==> config.mk <==
export PLATFORM = sky130hd
export DESIGN_NAME = sd_spi_cmd_resp
export DESIGN_NICKNAME = d
export VERILOG_FILES = /design/src/rtl/sdspi_pkg.sv /design/src/rtl/sdspi_frame_capture.sv /design/src/rtl/sdspi_status_map.sv /design/src/rtl/sdspi_resp_build.sv /design/src/rtl/sd_spi_cmd_resp.sv
export SDC_FILE = /design/constraint.sdc
export NUM_CORES = 1
export LEC_CHECK = 0
export BUFFER_PORTS_ARGS = -buffer_cell sky130_fd_sc_hd__buf_2
export CELL_PAD_IN_SITES_DETAIL_PLACEMENT = 2
export CELL_PAD_IN_SITES_GLOBAL_PLACEMENT = 2
export CORE_MARGIN = 5
export CORE_UTILIZATION = 32
export DETAILED_ROUTE_END_ITERATION = 7
export GPL_ROUTABILITY_DRIVEN = 1
export GPL_TIMING_DRIVEN = 0
export PLACE_DENSITY = 0.9
export SKIP_LAST_GASP = 1
export SLEW_MARGIN = 5
export SYNTH_ARGS = -nofsm -noshare
export SYNTH_HDL_FRONTEND = slang
export SYNTH_HIERARCHICAL = 1
export SYNTH_SLANG_ARGS = --single-unit
==> constraint.sdc <==
create_clock -name clk -period 2.08 [get_ports clk]
set_input_delay 0.416 -clock clk [delete_from_list [all_inputs] [get_ports clk]]
set_output_delay 0.416 -clock clk [all_outputs]
set_load 0.02 [all_outputs]
==> src/rtl/sdspi_pkg.sv <==
package sdspi_pkg;

    typedef enum logic [2:0] {
        ST_IDLE,
        ST_ARG,
        ST_EXEC,
        ST_FILL,
        ST_RESP,
        ST_TAIL
    } sdspi_state_e;

    localparam logic [7:0] NULL_BYTE    = 8'hFF;
    localparam logic [7:0] ILLEGAL_BYTE = 8'h04;
    localparam logic [7:0] LONG_LEAD    = 8'h01;

    // command indices with special reply handling
    localparam int CMD_IF_COND  = 8;
    localparam int CMD_OCR      = 58;
    localparam int CMD_STATUS   = 13;
    localparam int CMD_BUSY_A   = 28;
    localparam int CMD_BUSY_B   = 29;
    localparam int CMD_BUSY_C   = 38;

    // native card status bit positions
    localparam int CS_RANGE     = 31;
    localparam int CS_ADDR      = 30;
    localparam int CS_ESEQ      = 28;
    localparam int CS_EPARAM    = 27;
    localparam int CS_WPV       = 26;
    localparam int CS_LOCKED    = 25;
    localparam int CS_LOCKFAIL  = 24;
    localparam int CS_CRC       = 23;
    localparam int CS_ILLEGAL   = 22;
    localparam int CS_ECC       = 21;
    localparam int CS_CC        = 20;
    localparam int CS_GEN       = 19;
    localparam int CS_OVERWR    = 16;
    localparam int CS_WPSKIP    = 15;
    localparam int CS_ERESET    = 13;
    localparam int CS_STATE_HI  = 12;
    localparam int CS_STATE_LO  = 9;

    // SPI status word bit positions
    localparam int SW_LOCKED    = 0;
    localparam int SW_WPERASE   = 1;
    localparam int SW_GEN       = 2;
    localparam int SW_CC        = 3;
    localparam int SW_ECC       = 4;
    localparam int SW_WPV       = 5;
    localparam int SW_EPARAM    = 6;
    localparam int SW_RANGE     = 7;
    localparam int SW_IDLE      = 8;
    localparam int SW_ERESET    = 9;
    localparam int SW_ILLEGAL   = 10;
    localparam int SW_CRC       = 11;
    localparam int SW_ESEQ      = 12;
    localparam int SW_ADDR      = 13;
    localparam int SW_PARAM     = 14;

endpackage

==> src/rtl/sdspi_frame_capture.sv <==
module sdspi_frame_capture
    import sdspi_pkg::*;
#(
    parameter int IDX_W     = 6,
    parameter int ARG_BYTES = 4,
    localparam int ARG_W    = 8 * ARG_BYTES,
    localparam int CNT_W    = $clog2(ARG_BYTES + 1)
) (
    input  logic             clk,
    input  logic             rst,
    input  logic             start,
    input  logic             shift,
    input  logic [7:0]       byte_in,
    output logic [IDX_W-1:0] index,
    output logic [ARG_W-1:0] arg,
    output logic             args_done
);

    logic [CNT_W-1:0] cnt_q;

    always_ff @(posedge clk) begin
        if (rst) begin
            cnt_q <= '0;
            index <= '0;
            arg   <= '0;
        end else if (start) begin
            cnt_q <= '0;
            index <= byte_in[IDX_W-1:0];
        end else if (shift && !args_done) begin
            cnt_q <= cnt_q + CNT_W'(1);
            arg   <= (arg << 8) | ARG_W'(byte_in);
        end
    end

    assign args_done = (cnt_q == CNT_W'(ARG_BYTES));

    // the argument byte counter never passes the argument length
    assert_arg_count_R2: assert property (@(posedge clk) disable iff (rst)
        cnt_q <= CNT_W'(ARG_BYTES));

endmodule

==> src/rtl/sdspi_status_map.sv <==
module sdspi_status_map
    import sdspi_pkg::*;
(
    input  logic [31:0] card_status,
    output logic [15:0] spi_word
);

    logic unused_status_bits;
    assign unused_status_bits = ^{card_status[29], card_status[18:17], card_status[14],
                                  card_status[8:0]};

    always_comb begin
        spi_word = '0;
        spi_word[SW_IDLE]    = (card_status[CS_STATE_HI:CS_STATE_LO] < 4'd4);
        spi_word[SW_ERESET]  = card_status[CS_ERESET];
        spi_word[SW_ILLEGAL] = card_status[CS_ILLEGAL];
        spi_word[SW_CRC]     = card_status[CS_CRC];
        spi_word[SW_ESEQ]    = card_status[CS_ESEQ];
        spi_word[SW_ADDR]    = card_status[CS_ADDR];
        spi_word[SW_LOCKED]  = card_status[CS_LOCKED];
        spi_word[SW_WPERASE] = card_status[CS_LOCKFAIL] | card_status[CS_WPSKIP];
        spi_word[SW_GEN]     = card_status[CS_GEN];
        spi_word[SW_CC]      = card_status[CS_CC];
        spi_word[SW_ECC]     = card_status[CS_ECC];
        spi_word[SW_WPV]     = card_status[CS_WPV];
        spi_word[SW_EPARAM]  = card_status[CS_EPARAM];
        spi_word[SW_RANGE]   = card_status[CS_RANGE] | card_status[CS_OVERWR];
        spi_word[SW_PARAM]   = |spi_word[7:0];
    end

endmodule

==> src/rtl/sdspi_resp_build.sv <==
module sdspi_resp_build
    import sdspi_pkg::*;
#(
    parameter int IDX_W      = 6,
    parameter int LONG_BYTES = 4,
    localparam int RESP_MAX  = LONG_BYTES + 1,
    localparam int CNT_W     = $clog2(RESP_MAX + 1)
) (
    input  logic [IDX_W-1:0]              index,
    input  logic                          ok,
    input  logic                          fmt_ok,
    input  logic [31:0]                   card_status,
    input  logic [8*LONG_BYTES-1:0]       long_rsp,
    output logic [RESP_MAX-1:0][7:0]      bytes,
    output logic [CNT_W-1:0]              len,
    output logic                          busy
);

    logic [15:0] spi_word;
    logic        is_long;
    logic        is_busy_cmd;

    sdspi_status_map u_map (
        .card_status (card_status),
        .spi_word    (spi_word)
    );

    assign is_long     = (int'(index) == CMD_IF_COND) || (int'(index) == CMD_OCR);
    assign is_busy_cmd = (int'(index) == CMD_BUSY_A) || (int'(index) == CMD_BUSY_B) ||
                         (int'(index) == CMD_BUSY_C);

    always_comb begin
        bytes = '1;
        len   = CNT_W'(1);
        busy  = 1'b0;
        if (!ok) begin
            bytes[0] = ILLEGAL_BYTE;
        end else if (is_long) begin
            bytes[0] = LONG_LEAD;
            for (int k = 0; k < LONG_BYTES; k++) begin
                bytes[k+1] = long_rsp[8*(LONG_BYTES-1-k) +: 8];
            end
            len = CNT_W'(RESP_MAX);
        end else if (!fmt_ok) begin
            bytes[0] = ILLEGAL_BYTE;
        end else begin
            bytes[0] = spi_word[15:8];
            busy     = is_busy_cmd;
            if (int'(index) == CMD_STATUS) begin
                bytes[1] = spi_word[7:0];
                len      = CNT_W'(2);
            end
        end
    end

endmodule

==> src/rtl/sd_spi_cmd_resp.sv <==
module sd_spi_cmd_resp
    import sdspi_pkg::*;
#(
    parameter int IDX_W      = 6,
    parameter int ARG_BYTES  = 4,
    parameter int LONG_BYTES = 4,
    localparam int ARG_W     = 8 * ARG_BYTES,
    localparam int RESP_MAX  = LONG_BYTES + 1,
    localparam int CNT_W     = $clog2(RESP_MAX + 1)
) (
    input  logic                    clk,
    input  logic                    rst,
    input  logic                    in_valid,
    output logic                    in_ready,
    input  logic [7:0]              in_byte,
    output logic                    out_valid,
    output logic [7:0]              out_byte,
    output logic                    req_valid,
    output logic [IDX_W-1:0]        req_index,
    output logic [ARG_W-1:0]        req_arg,
    input  logic                    rsp_valid,
    input  logic                    rsp_ok,
    input  logic                    rsp_fmt_ok,
    input  logic [31:0]             rsp_status,
    input  logic [8*LONG_BYTES-1:0] rsp_long,
    input  logic                    data_pending,
    output logic                    rd_start
);

    sdspi_state_e state_q, state_d;

    logic                     accept;
    logic                     args_done;
    logic [RESP_MAX-1:0][7:0] build_bytes;
    logic [CNT_W-1:0]         build_len;
    logic                     build_busy;
    logic [RESP_MAX-1:0][7:0] resp_q;
    logic [CNT_W-1:0]         len_q;
    logic [CNT_W-1:0]         pos_q;
    logic                     busy_q;
    logic                     last_resp;

    assign in_ready  = (state_q != ST_EXEC);
    assign accept    = in_valid && in_ready;
    assign req_valid = (state_q == ST_EXEC);
    assign last_resp = (pos_q == len_q - CNT_W'(1));

    sdspi_frame_capture #(
        .IDX_W     (IDX_W),
        .ARG_BYTES (ARG_BYTES)
    ) u_capture (
        .clk       (clk),
        .rst       (rst),
        .start     (accept && state_q == ST_IDLE && in_byte != NULL_BYTE),
        .shift     (accept && state_q == ST_ARG),
        .byte_in   (in_byte),
        .index     (req_index),
        .arg       (req_arg),
        .args_done (args_done)
    );

    sdspi_resp_build #(
        .IDX_W      (IDX_W),
        .LONG_BYTES (LONG_BYTES)
    ) u_build (
        .index       (req_index),
        .ok          (rsp_ok),
        .fmt_ok      (rsp_fmt_ok),
        .card_status (rsp_status),
        .long_rsp    (rsp_long),
        .bytes       (build_bytes),
        .len         (build_len),
        .busy        (build_busy)
    );

    // next-state logic
    always_comb begin
        state_d = state_q;
        unique case (state_q)
            ST_IDLE: if (accept && in_byte != NULL_BYTE) state_d = ST_ARG;
            ST_ARG:  if (accept && args_done)            state_d = ST_EXEC;
            ST_EXEC: if (rsp_valid)                      state_d = ST_FILL;
            ST_FILL: if (accept)                         state_d = ST_RESP;
            ST_RESP: if (accept && last_resp)            state_d = ST_TAIL;
            ST_TAIL: if (accept)                         state_d = ST_IDLE;
            default:                                     state_d = ST_IDLE;
        endcase
    end

    // state register
    always_ff @(posedge clk) begin
        if (rst) state_q <= ST_IDLE;
        else     state_q <= state_d;
    end

    // outputs and reply datapath
    always_ff @(posedge clk) begin
        if (rst) begin
            out_valid <= 1'b0;
            out_byte  <= NULL_BYTE;
            rd_start  <= 1'b0;
            resp_q    <= '1;
            len_q     <= CNT_W'(1);
            pos_q     <= '0;
            busy_q    <= 1'b0;
        end else begin
            out_valid <= accept;
            rd_start  <= accept && state_q == ST_TAIL && !busy_q && data_pending;
            if (accept) begin
                out_byte <= (state_q == ST_RESP) ? resp_q[pos_q] : NULL_BYTE;
            end
            if (state_q == ST_EXEC && rsp_valid) begin
                resp_q <= build_bytes;
                len_q  <= build_len;
                busy_q <= build_busy;
                pos_q  <= '0;
            end else if (state_q == ST_RESP && accept) begin
                pos_q <= pos_q + CNT_W'(1);
            end
        end
    end

    // one reply byte per accepted byte, on the next cycle
    assert_one_out_R3: assert property (@(posedge clk) disable iff (rst)
        accept |=> out_valid);
    assert_no_spurious_out_R3: assert property (@(posedge clk) disable iff (rst)
        !accept |=> !out_valid);

    // a null byte in idle answers 0xFF and keeps the block idle
    assert_null_idle_R1: assert property (@(posedge clk) disable iff (rst)
        (state_q == ST_IDLE && accept && in_byte == NULL_BYTE)
        |=> (state_q == ST_IDLE && out_byte == NULL_BYTE));

    // the request stays steady until answered
    assert_req_hold_R2: assert property (@(posedge clk) disable iff (rst)
        (req_valid && !rsp_valid)
        |=> (req_valid && $stable(req_arg) && $stable(req_index)));

    // the byte after execution is the filler
    assert_filler_R4: assert property (@(posedge clk) disable iff (rst)
        (state_q == ST_FILL && accept) |=> (out_byte == NULL_BYTE));

    // reply length is one of the legal sizes
    assert_len_legal_R7: assert property (@(posedge clk) disable iff (rst)
        (state_q == ST_RESP)
        |-> (len_q == CNT_W'(1) || len_q == CNT_W'(2) || len_q == CNT_W'(RESP_MAX)));

    // the trailer byte of a busy command never hands off
    assert_busy_no_handoff_R10: assert property (@(posedge clk) disable iff (rst)
        (state_q == ST_TAIL && accept && busy_q) |=> !rd_start);

    // a handoff only comes with the trailer byte's output
    assert_handoff_with_tail_R11: assert property (@(posedge clk) disable iff (rst)
        rd_start |-> (out_valid && out_byte == NULL_BYTE && state_q == ST_IDLE));

endmodule

After elaboration in Yosys (flattened, before gate mapping):

Index checks and enable logic that the tools add are counted.

* add/sub/neg operators: 3
* multiply operators: 0
* div/mod/pow operators: 0
* order comparisons: 2
* equal/unequal tests: 21
* shifts and indexed selects: 0
* multiplexer cells: 24
* bitwise gates (word level): 4
* reductions and logical operators: 24

Operators with widths (count)
* 2-to-1 mux 8 bit: 5
* 2-to-1 mux 32 bit: 1
* bitwise OR 32 x 8 -> 32 bit: 1
* 2-to-1 mux 3 bit: 9
* binary-select mux 8 bit (select 3 bit): 1
* 2-to-1 mux 24 bit: 1
* == test 6 bit, second input constant: 3
* case mux 3 bit (6 select lines): 1
* 2-to-1 mux 16 bit: 1
* logical AND 1 bit: 13
* == test 6 x 5 -> 1 bit, second input constant: 2
* == test 3 bit, second input constant: 3
* != test 8 bit, second input constant: 1
* OR reduction 8 bit: 1
* 2-to-1 mux 7 bit: 1
* adder 3 x 1 -> 3 bit, second input constant: 2
* == test 3 x 2 -> 1 bit, second input constant: 2
* == test 6 x 4 -> 1 bit, second input constant: 1
* != test 2 x 1 -> 1 bit, second input constant: 3
* != test 2 bit, second input constant: 3
* AND reduction 6 bit: 1
* less-than comparator 3 x 4 -> 1 bit, second input constant: 1
* less-than comparator 4 x 3 -> 1 bit, second input constant: 1
* OR reduction 2 bit: 2
* other kinds (12): 18

* flip-flop bits (word level): 101
* latch bits: 0
* memory bits (writable): 0
* memory bits (read-only): 0
* memories kept: 0

Depth between registers and ports, before layout:

* word-level depth: 6
* mapped depth: 8
* gate-level depth less buffers: 7

Hierarchy:

Netlist, hierarchy kept.

Modules (own cells, without submodules)
* sd_spi_cmd_resp: instances 1, cells each 295, area each 2646.3 µm²
* sdspi_frame_capture: instances 1, cells each 151, area each 1684.1 µm²
* sdspi_resp_build: instances 1, cells each 63, area each 456.7 µm²
* sdspi_status_map: instances 1, cells each 19, area each 130.1 µm²

Worst setup path after synthesis:

Ideal clock, no wire load.

* path type: input -> register
* start point: input in_valid
* end point: register u_capture.arg[10]
* setup time: 0.072 ns
* data arrival time: 1.843 ns
* data required time: 2.008 ns
* slack: 0.166 ns
* stages: 8
* path through: clkbuf_1 nand2_1 nor3_1 a21boi_4 nor2b_4 buf_6 buf_12 mux2i_1

* longest elaborated chain between the ends: 5
* elaborated cells on any way between the ends: 7
* classes of those cells: bitwise (1); reduce/logical (6)

RTL lines
* start: declaration: RTL line sd_spi_cmd_resp.sv:13 `input logic in_valid,`
* logical AND 1 bit *: RTL line sd_spi_cmd_resp.sv:44 `assign accept = in_valid && in_ready;`
* logical AND 1 bit (2 in series): RTL line sd_spi_cmd_resp.sv:54 `.start (accept && state_q == ST_IDLE && in_byte != NULL_BYTE),`
* NOT 1 bit (no source line)
* AND reduction 2 bit (no source line) *
* end signal: assignment: RTL line sdspi_frame_capture.sv:31 `arg <= (arg << 8) | ARG_W'(byte_in);`
* end: declaration: RTL line sdspi_frame_capture.sv:15 `output logic [ARG_W-1:0] arg,`

Every way passes the cells marked *; elsewhere a longest branch is shown, timed or not.
A chain may end at the register's enable or synchronous reset.

Worst setup path after layout:

* start point: register state_q[1]
* end point: register u_capture.arg[12]

* longest elaborated chain between the ends: 6
* elaborated cells on any way between the ends: 10
* classes of those cells: eq/ne (2); bitwise (1); reduce/logical (7)

RTL lines
* start: declaration: RTL line sd_spi_cmd_resp.sv:30 `sdspi_state_e state_q, state_d;`
* start signal: assignment: RTL line sd_spi_cmd_resp.sv:93 `else state_q <= state_d;`
* != test 3 x 2 -> 1 bit: RTL line sd_spi_cmd_resp.sv:43 `assign in_ready = (state_q != ST_EXEC);`
* logical AND 1 bit: RTL line sd_spi_cmd_resp.sv:44
* logical AND 1 bit (2 in series): RTL line sd_spi_cmd_resp.sv:54
* NOT 1 bit (no source line)
* AND reduction 2 bit (no source line) *

Marked as above.

==> reports/qor.csv <==
stage,metric,value,unit
status,status,finished clean,
routing,drt_first_pass_iters,4,
synthesis,synth_cell_types,53,
routing,drt-initial-drc-count,163,
routing,routedWlPerCell,20.7,um
global_routing,first_global_vias,4982,
clocking,cts_tree,done,
routing,drcViolationCount,0,
synthesis,ys_seq_area_frac,0.411,
pwr,leakage,2.62,nW
die,dieArea,17900,sq um
min_path,worstHoldPathType,primary input to flop,
worst_setup_path,path_max_fanout,10,
place,portBuffers,107,
global_routing,grt_pass1_wl,27600,um
global_routing,grtUsageTotal,0.198,
routing,ant_nets,0,
routing,postRouteWirelength,17400,um
synthesis,synth.avg_cell_area,9.31,sq um
sta,hold_violations,0,
cells_and_area,drive_gt1_frac,0.279,
sta,maxSlewViolCount,0,
synthesis,synth_warnings,6,
global_routing,overflow,0,
cells_and_area,nets,731,
cells_and_area,stdcell_count,840,
clocking,clk_pin_slew,0.07,ns
worst_setup_path,required,2.35,ns
die,core.rowCount,45,
synthesis,syn_nets,611,
sta,fmax,503,MHz
global_routing,grt_max_degree,17,
cells_and_area,final_common_cell,buf_2,
sta,period_minus_slack,1.99,ns
routing,viasPerCell,5.07,
worst_setup_path,critPathCaptureType,flop,
clocking,cts_root_buf,clkbuf_16,
clocking,htree_num_levels,3,
synthesis,synthesis.area,4920,sq um
clocking,clk_path_buf_depth,2,
cells_and_area,multiInputGateArea,2540,sq um
pwr,power_density,688,nW/um^2
pwr,peakVddDrop,0.371,mV
die,chipHeight,134,um
cells_and_area,final_cell_mix,"110 x buf_2, 101 x dfxtp_1, 93 x nand2_1",
routing,vias,4261,
die,num_io_pins,129,
sta,setup_violations,0,
sta,slew_headroom,0.630,
worst_setup_path,start_kind,flop,
global_routing,antenna_found_initial,0,
cells_and_area,num_antenna_cells,0,
cells_and_area,syn_to_final_growth,22.6,%
place,dp_hpwl,12900,um
sta,worst_pin_slew,0.552,ns
run,maxCapViolations,0,
sta,whs,0.338,ns
clocking,numCtsBuffers,9,
synthesis,ys_seq_elements,101,
worst_setup_path,crit_arrival,2.26,ns
clocking,cts.sinks,101,
worst_setup_path,crit_type,flop to flop,
die,start_util,0.325,
die,core-area,15100,sq um
place,dpl.cell_count,823,
clocking,clk_latency,0.36,ns
cells_and_area,seq_area,2020,sq um
place,gp_congestion,0.775,
cells_and_area,n_fill_cell,1676,
synthesis,synth_cells,528,
sta,rsz0062_at_grt,no,
clocking,cts_hold_buffers,0,
worst_setup_path,r2r_slack,0.09,ns
die,die_x,134,um
sta,fin_crit_sh,0.956,
sta,fin_skew,0.00835,ns
==> cell families after synthesis <==
| group | Yosys count | share of synthesized area |
|---|---|---|
| adder cells (fa/ha/maj) | 4 | 0.0102 |
| XOR/XNOR | 7 | 0.0125 |
| flip-flops | 101 | 0.411 |
| other | 1 | 0.000763 |
| AO/OA/AOI/OAI | 42 | 0.0728 |
| buffers and inverters | 59 | 0.0746 |
| AND/OR/NAND/NOR | 266 | 0.300 |
| multiplexers | 48 | 0.118 |
==> cells in the mapped netlist, drive strengths merged <==
master	n	share of area
and2	4	0.0056
a2111oi	1	0.0018
o2111ai	1	0.0053
nand2b	41	0.052
buf	30	0.052
clkbuf	18	0.014
o21ai	1	0.0010
xnor2	6	0.011
a21boi	2	0.0061
o41ai	1	0.0018
o21bai	8	0.012
mux4	8	0.037
o32a	1	0.0020
inv	10	0.0076
nor2b	4	0.0066
or3b	1	0.0023
ha	4	0.010
a41o	1	0.0020
or2	26	0.033
a311oi	1	0.0018
nor2	21	0.016
a221oi	8	0.014
nor3	10	0.012
clkinv	1	0.00076
nor4b	1	0.0018
and3	7	0.0099
nor4	3	0.0038
xor2	1	0.0018
and2b	1	0.0015
nand3b	42	0.064
nand4	3	0.0051
conb	1	0.00076
o211ai	2	0.0031
a211o	1	0.0018
nand4b	3	0.0053
dfxtp	101	0.41
mux2i	40	0.081
nand2	94	0.072
nor3b	5	0.0087
a21oi	7	0.0071
o22a	7	0.012
==> report_power, final <==
part	internal [mW]	switching (mW)	leakage, nW
clock	0.964	0.787	0.145
sequential	1.95	0.0252	0.817
combinational	0.199	0.219	1.66
==> layout make-up <==
type	count	area share
sequential	101	0.335
inverter	11	0.00685
tap	188	0.0390
timing repair buffer	109	0.0913
clock buffer	10	0.0396
buffer	48	0.0558
multi-input combinational	368	0.422
clock inverter	5	0.00996
==> state kept, by name, indices dropped and copies added, names as in the netlist <==
signal	cells
resp_q	40
out_byte	8
out_valid	1
busy_q	1
u_capture/cnt_q	3
len_q	3
u_capture/arg	32
rd_start	1
state_q	3
pos_q	3
u_capture/index	6
==> through the flow <==
| step | util | power, mW | TNS [ns] | worst slack (ns) | cell area [sq um] |
|---|---|---|---|---|---|
| 2_1_floorplan | - | 2.27 | 0 | 0.166 | 4920 |
| 3_3_place_gp | 0.376 | 2.40 | -2.21 | -0.120 | 5690 |
| 3_5_place_dp | 0.376 | 2.42 | -7.18 | -0.386 | 5690 |
| 4_1_cts | 0.396 | 4.18 | -0.0283 | -0.0283 | 5990 |
| 5_1_grt | 0.398 | 4.30 | 0 | 0.0128 | 6030 |
| 6_report | 0.398 | 4.15 | 0 | 0.0918 | 6030 |
==> path summary, 6_finish.rpt <==
path	startpoint	end	cells past startpoint
setup / recovery	state_q[1]$_SDFFE_PP0P_	u_capture/arg[12]$_SDFFE_PP0P_	7
hold / removal	data_pending	rd_start$_SDFF_PP0_	3
setup reg to reg	state_q[1]$_SDFFE_PP0P_	u_capture/arg[12]$_SDFFE_PP0P_	7
hold reg to reg	u_capture/arg[26]$_SDFFE_PP0P_	u_capture/arg[26]$_SDFFE_PP0P_	2
==> routing by layer <==
layer,GRT usage,part of all wire
met5,0,0
met4,0.0771,0.028
met3,0.0431,0.035
met2,0.369,0.54
met1,0.219,0.40
==> critical path, stage by stage, from the launching register on <==
cell and delay (ns):
dfxtp_1 0.33, clkbuf_1 0.26, nor3_4 0.29, a21boi_4 0.26
nor2b_4 0.18, buf_6 0.15, buf_12 0.16, mux2i_1 0.26
==> what timing repair did <==
action | CTS | global route
endpoints found under the hold margin | 0 | 0
pin swaps | 0 | 0
buffers inserted | 0 | 2
gates resized for setup | 2 | 6
setup endpoints to repair | 25 | 29
No activity file was read; power rests on OpenSTA's default activity.
